$ cat src/rtl/fir_mac_pkg.sv
package fir_mac_pkg;
  // Strobes from control to datapath, one cycle each
  typedef struct packed {
    logic load;   // accept sample: write ring, clear accumulator
    logic tap;    // multiply-accumulate one tap
    logic store;  // round, saturate, move to output register
  } firCtrlT;

  typedef enum logic [1:0] {
    StIdle  = 2'd0,
    StRun   = 2'd1,
    StStore = 2'd2
  } firStateT;
endpackage

$ cat src/rtl/fir_ctrl.sv
module fir_ctrl
  import fir_mac_pkg::*;
#(
  parameter int NumTaps = 16,
  parameter int AddrW   = $clog2(NumTaps)
) (
  input  logic             clk,
  input  logic             rstN,
  input  logic             sampleValid,
  output firCtrlT          ctrl,
  output logic [AddrW-1:0] tapIdx,
  output logic             busy,
  output logic             overrun
);
  localparam logic [AddrW-1:0] LastTap = AddrW'(NumTaps - 1);

  firStateT state;

  always_comb begin
    ctrl.load  = sampleValid && (state == StIdle);
    ctrl.tap   = (state == StRun);
    ctrl.store = (state == StStore);
  end

  assign busy = (state != StIdle);

  always_ff @(posedge clk) begin
    if (!rstN) begin
      state   <= StIdle;
      tapIdx  <= '0;
      overrun <= 1'b0;
    end else begin
      overrun <= sampleValid && (state != StIdle);
      unique case (state)
        StIdle: begin
          if (sampleValid) begin
            state  <= StRun;
            tapIdx <= '0;
          end
        end
        StRun: begin
          if (tapIdx == LastTap) state <= StStore;
          else                   tapIdx <= tapIdx + 1'b1;
        end
        StStore: state <= StIdle;
        default: state <= StIdle;
      endcase
    end
  end
endmodule

$ cat src/rtl/fir_datapath.sv
module fir_datapath
  import fir_mac_pkg::*;
#(
  parameter int NumTaps = 16,
  parameter int DataW   = 16,
  parameter int AccW    = 40,
  parameter int AddrW   = $clog2(NumTaps)
) (
  input  logic                    clk,
  input  logic                    rstN,
  input  firCtrlT                 ctrl,
  input  logic signed [DataW-1:0] sampleIn,
  input  logic signed [DataW-1:0] coefData,
  output logic                    outValid,
  output logic signed [DataW-1:0] outData
);
  localparam int ProdW    = 2 * DataW;
  localparam int FracBits = DataW - 1;
  localparam logic [AddrW-1:0] LastSlot = AddrW'(NumTaps - 1);
  localparam logic signed [AccW-1:0] HalfLsb = AccW'(1) <<< (FracBits - 1);
  localparam logic signed [AccW-1:0] MaxOut  = AccW'((1 << (DataW - 1)) - 1);
  localparam logic signed [AccW-1:0] MinOut  = -(AccW'(1) <<< (DataW - 1));

  logic [AddrW-1:0]        wrPtr;
  logic [AddrW-1:0]        rdPtr;
  logic signed [AccW-1:0]  acc;
  logic signed [DataW-1:0] ring [NumTaps];
  logic signed [DataW-1:0] tapSample;
  logic signed [ProdW-1:0] prod;
  logic signed [AccW-1:0]  prodExt;
  logic signed [AccW-1:0]  rounded;
  logic signed [DataW-1:0] satOut;

  // One register per ring slot, written only on its own address
  for (genvar g = 0; g < NumTaps; g++) begin : g_slot
    always_ff @(posedge clk) begin
      if (!rstN)                                  ring[g] <= '0;
      else if (ctrl.load && wrPtr == AddrW'(g))   ring[g] <= sampleIn;
    end
  end

  always_comb begin
    tapSample = ring[rdPtr];
    prod      = tapSample * coefData;
    prodExt   = {{(AccW - ProdW){prod[ProdW-1]}}, prod};
    rounded   = (acc + HalfLsb) >>> FracBits;
    if (rounded > MaxOut)      satOut = MaxOut[DataW-1:0];
    else if (rounded < MinOut) satOut = MinOut[DataW-1:0];
    else                       satOut = rounded[DataW-1:0];
  end

  always_ff @(posedge clk) begin
    if (!rstN) begin
      wrPtr    <= '0;
      rdPtr    <= '0;
      acc      <= '0;
      outValid <= 1'b0;
      outData  <= '0;
    end else begin
      outValid <= ctrl.store;
      if (ctrl.load) begin
        rdPtr <= wrPtr;
        wrPtr <= (wrPtr == LastSlot) ? '0 : wrPtr + 1'b1;
        acc   <= '0;
      end else if (ctrl.tap) begin
        acc   <= acc + prodExt;
        rdPtr <= (rdPtr == '0) ? LastSlot : rdPtr - 1'b1;
      end
      if (ctrl.store) outData <= satOut;
    end
  end
endmodule

$ cat src/rtl/fir_mac_seq.sv
module fir_mac_seq
  import fir_mac_pkg::*;
#(
  parameter int NumTaps = 16,
  parameter int DataW   = 16,
  parameter int AccW    = 40,
  localparam int AddrW  = $clog2(NumTaps)
) (
  input  logic                    clk,
  input  logic                    rstN,
  input  logic                    sampleValid,
  input  logic signed [DataW-1:0] sampleIn,
  output logic [AddrW-1:0]        coefAddr,
  input  logic signed [DataW-1:0] coefData,
  output logic                    busy,
  output logic                    outValid,
  output logic signed [DataW-1:0] outData,
  output logic                    overrun
);
  firCtrlT ctrl;

  fir_ctrl #(.NumTaps(NumTaps), .AddrW(AddrW)) ctrl_i (
    .clk(clk), .rstN(rstN), .sampleValid(sampleValid),
    .ctrl(ctrl), .tapIdx(coefAddr), .busy(busy), .overrun(overrun)
  );

  fir_datapath #(.NumTaps(NumTaps), .DataW(DataW), .AccW(AccW), .AddrW(AddrW)) dp_i (
    .clk(clk), .rstN(rstN), .ctrl(ctrl), .sampleIn(sampleIn),
    .coefData(coefData), .outValid(outValid), .outData(outData)
  );
endmodule

$ cat config.mk
export PLATFORM = sky130hd
export DESIGN_NAME = fir_mac_seq
export DESIGN_NICKNAME = d
export VERILOG_FILES = /design/src/rtl/fir_mac_pkg.sv /design/src/rtl/fir_ctrl.sv /design/src/rtl/fir_datapath.sv /design/src/rtl/fir_mac_seq.sv
export SDC_FILE = /design/constraint.sdc
export NUM_CORES = 1
export LEC_CHECK = 0
export BUFFER_PORTS_ARGS = -buffer_cell sky130_fd_sc_hd__buf_2
export CORE_AREA = 2 2 304 306
export CTS_CLUSTER_DIAMETER = 150
export CTS_CLUSTER_SIZE = 10
export DETAILED_ROUTE_END_ITERATION = 10
export DIE_AREA = 0 0 306 308
export GPL_TIMING_DRIVEN = 0
export SLEW_MARGIN = 20
export SYNTH_ARGS = -nofsm -noshare
export SYNTH_HDL_FRONTEND = slang
export SYNTH_SLANG_ARGS = --single-unit
$ cat constraint.sdc
create_clock -name clk -period 18.47 [get_ports clk]
set_input_delay 4.6175 -clock clk [delete_from_list [all_inputs] [get_ports clk]]
set_output_delay 4.6175 -clock clk [all_outputs]
set_load 0.01 [all_outputs]
# Word level (Yosys, flattened, before mapping)
# Memories as Yosys holds them, arrays and structs flattened. A register that Yosys moved wholly into a read port is not among the register bits.
# Cells that the tools add are included.
# classes
n_addsub,5
muxes,79
bitwise,17
n_eq_ne,21
n_lt_le_gt_ge,2
mul,1
n_reduce_logical,27
# ops
op,n
two-way mux 16 bit,18
two-way mux 1 bit,49
adder 40 x 16 -> 40 bit (second input constant),1
adder 40 x 32 -> 40 bit,1
equality test 4 bit (second input constant),9
multiplier 16 x 16 -> 32 bit,1
two-way mux 4 bit,8
greater-than comparator 25 x 16 -> 1 bit (second input constant),1
< comparator 25 x 16 -> 1 bit (second input constant),1
logical AND 1 bit,18
equality test 4 x 3 -> 1 bit (second input constant),4
bitwise OR 1 bit,16
adder 4 x 1 -> 4 bit (second input constant),2
equality test 4 x 2 -> 1 bit (second input constant),2
logical NOT 4 bit,2
case mux 4 bit (2 select lines),1
nonzero test 2 bit,3
equality test 4 x 1 -> 1 bit (second input constant),1
two-way mux 2 bit,2
!= test 2 bit (second input constant),2
case mux 2 bit (2 select lines),1
subtractor 4 x 1 -> 4 bit (second input constant),1
AND reduction 3 bit,1
equality test 2 x 1 -> 1 bit (second input constant),1
other kinds (6),6
# word_totals
wordCells,161
input_bits,35
out_inout_bits,23
mem_count,1
ram_bits,256
ff_bits,72
# mem_list
memory,words,width,rd,rd_ports_with_merged_regs,wr,line,source
dp_i.ring,16,16,1,1,16,fir_datapath.sv:27,logic signed [DataW-1:0] ring [NumTaps];

# Logic depth before layout (Yosys ltp)
# depth
depth_word,7
mapped_depth,29
mapped_depth_nobuf,25

# Modules after synthesis
# From an unflattened synthesis, not the netlist that was laid out.
# hier_totals
cells_unflattened,2398
hier_area_um2,27197.3
# modules_own_cells
mod,n_inst,cells_per_inst,area_per_inst_um2,seq_area_each_um2
fir_datapath,1,2362,26840.7,9068.7
fir_ctrl,1,36,356.6,140.1

# Least setup slack after synthesis
# OpenSTA, ideal clock, no wires.
# synth_path
kind,input to register
startpoint,input coefData[1]
endpoint,register dp_i.acc[39]
slack_ps,7869
required_time_ps,18348
arrival_time_ps,10478
setup_ps,122
cell_stages,24
n_path_buf,2
cell_sequence,clkbuf_1 nand2_1 fa_1 inv_1 fa_1 fa_1 inv_1 fa_1 inv_1 fa_1 inv_1 fa_1 inv_1 ha_1 clkbuf_1 a21o_1 a21o_1 a21oi_1 nor2_1 a21oi_1 o31ai_1 o41a_1 mux2i_1 o21ai_1
# synth_via
elab_chain_cells,2
# synth_rtl
element,line,source
from (decl),fir_mac_seq.sv:14,"input logic signed [DataW-1:0] coefData,"
multiplier 16 x 16 -> 32 bit,fir_datapath.sv:44,prod = tapSample * coefData;
adder 40 x 32 -> 40 bit,fir_datapath.sv:66,acc <= acc + prodExt;
to (signal assigned),fir_datapath.sv:66,
to (decl),fir_datapath.sv:26,logic signed [AccW-1:0] acc;
# No other way between the ends.
# A chain may end at the register's enable or synchronous reset.

# Final worst setup path
# Ends and elaborated chain as after synthesis.

==> impl_metrics.yaml <==
worst_hold_path:
  holdPathStages: 2
  worstHoldPathType: "flop to flop"
clock_tree:
  postCtsSetupRepairBufs: 0
  cts_tree: "yes"
  clkTransAtPathRegs_ns: 0.07
  clock-sinks: 332
  ctsHoldBuffers: 0
  insertion_delay_ns: 0.56
  clk_path_buf_depth: 3
  cts_made_buffers: 39
  h-tree-depth: 2
  cts_root_buf: "clkbuf_16"
  cts_resized: 0
floorplanning:
  ios: 58
  die_w_um: 306
  start_util_pct: 29.76
  die_y_um: 308
  die-area_mm2: 0.09425
  num_rows: 111
  coreArea_mm2: 0.09097
route:
  wl_per_cell_um: 18.30
  route.detailed.drc: 0
  first_iter_violations: 1173
  ant_nets: 0
  vias: 17352
  drt-total-wl_mm: 68.31
  firstDrtPassIters: 5
  via_per_inst: 4.650
sta:
  fin_crit_ns: 11.30
  period_share_pct: 61.20
  relSlewSlack_pct: 28.17
  rsz0062_at_grt: "false"
  timing_hold_violations_final: 0
  setup_viol: 0
  fmax_mhz: 88.47
  tightest_slew_ns: 1.071
  fin_skew_ns: 0.02453
  tns_ns: 0
  drv_slew: 0
worst_setup_path:
  cp-end-kind: "flop"
  crit_arrival_ns: 11.75
  cp_common_cell: "fa_1"
  crit_type: "input pin to flop"
  crit_slowest_cell: "fa_1"
  cp_max_fo: 10
  required_ns: 18.92
  crit_path_start_kind: "input pin"
  slowest_delay_ns: 0.73
  crit_chain: "buf_2, clkbuf_1, nand2_1, fa_1, inv_1, fa_1, inv_1, fa_1, inv_1, fa_1, fa_1, fa_1, ha_1, a21o_1, a21oi_1, a21boi_0, o21bai_1, o41ai_2, o31ai_1, o41a_1, mux2i_1, o21ai_1"
  reg2reg_depth: 26
finish:
  final_nets: 3011
  regArea_mm2: 0.009209
  multi_input_area_mm2: 0.01599
  num-fill-cells: 9099
  area_growth_pct: 11.59
  final_layout_size_suffix_gt1_share_pct: 10.46
  utilization_pct: 33.21
synth:
  netlist_top_cells_area: "edfxtp_1, fa_1, and2_1"
  syn_inst: 2411
  ys_seq_area_share_pct: 34.01
  synth_area_mm2: 0.02707
  synth.avg_cell_area_um2: 11.23
  ys_ff_latch: 332
  synth_cell_type_count: 67
  synth.most_common_cell: "inv_1"
  synth_ff_type: "edfxtp_1"
  synth_largest_area_cell: "edfxtp_1"
  synth-edff-count: 256
  synth_commonest_cells: "inv_1, and2_1, fa_1"
  synth_warnings: 0
  synth_top_area_share_pct: 28.39
  synthArstFlopShare_pct: 0
  syn_nets: 2898
global_route:
  grt_pass1_vias: 18056
  grtUsageMet3_pct: 2.123
  grtUsageMet2_pct: 24.18
  track_usage_pct: 14.89
  antenna_found_initial: 9
  grt_overflow_total: 0
  grt_max_degree: 25
  grt_pass1_wl_mm: 108.3
  grtUsageMet1_pct: 20.72
  busiest_layer: "met2"
place:
  io_buffers: 56
  dp_hpwl_mm: 55.28
  gp_congestion: 0.8772
flow_run:
  maxCapViolations: 0
run_status:
  status: "finished, final reports clean"
per-stage QoR:
stage               cell area, um2  instances  hold slack (ns)  worst slack, ns
finish                       30210       3732           0.4604            7.166
detailed placement           29090       3669           0.4526            6.680
CTS                          30210       3729           0.4627            7.242
floorplan                    27070       2411           0.4362            7.869
global route                 30210       3731           0.4875            6.730
global placement             28840       3653           0.4421            6.689
kinds of logic (layout without fill, tap and decap cells):
group	count (synthesis)	after routing	share of synthesized area, %
xor+xnor	59	59	1.978
buf+inv	500	632	7.135
compound gates	198	198	4.534
simple gates	786	786	15.50
fa+ha+maj	452	452	30.04
mux	84	84	6.803
flops	332	332	34.01
other cells	0	3	0
placed cells by master, fill, tap and decap left out, types with 14 or more instances in the layout:
cell type / Yosys / routed
fa_1: 330 / 330
xnor2_1: 32 / 32
mux4_2: 80 / 80
xor2_1: 26 / 26
dfxtp_1: 76 / 76
clkbuf_1: 80 / 97
ha_1: 122 / 122
a21o_1: 14 / 14
buf_2: 23 / 79
a22oi_1: 16 / 16
nor2_1: 70 / 70
o21ai_2: 0 / 16
inv_1: 387 / 386
nand4_1: 15 / 15
and2_1: 377 / 377
a21oi_1: 71 / 71
nand3_1: 26 / 26
nand2_1: 231 / 231
buf_6: 2 / 16
o21ai_0: 42 / 26
clkbuf_16: 0 / 39
edfxtp_1: 256 / 256
routing by layer:
layer	vias to the layer above	share of wire [%]
met2	411	47
met3	106	4.8
met4	4	2.8
met1	8808	46
met5	-	0.037
li1	8023	-
flip-flops by register name, indices dropped and copies added (netlist names), named ones only:
signal / count
dp_i.ring: 256
dp_i.acc: 40
dp_i.outData: 16
ctrl_i.tapIdx: 4
dp_i.rdPtr: 4
dp_i.wrPtr: 4
ctrl_i.state: 2
ctrl_i.overrun: 1
dp_i.outValid: 1
critical path: cells and delay by family:
kind                       cells  cell delay, ns
adders and majority gates      7            3.69
AOI/OAI and AO/OA              8            1.94
buffers and inverters          5            1.05
and+or+nand+nor                1            0.27
muxes                          1            0.17
layout make-up:
type / count / area share [%]
diodes: 3 / 0.02485
plain buffers: 112 / 1.574
clock buffers: 56 / 3.441
clock inverters: 4 / 0.2609
inverters: 388 / 4.820
multi-input cells: 1579 / 52.94
flip-flops and latches: 332 / 30.48
well taps: 1186 / 4.912
repair buffers: 72 / 1.549
final timing paths:
path	slack, ns	startpoint	end
min reg2reg	0.46	dp_i.outData[15]	dp_i.outData[15]
min	0.46	dp_i.outData[15]	dp_i.outData[15]
max	7.17	coefData[1]	dp_i.acc[39]
max reg2reg	9.10	flop	dp_i.acc[38]
Power is not shown: default switching activity piles up to over one toggle a cycle in this logic, so the estimate is an artifact.
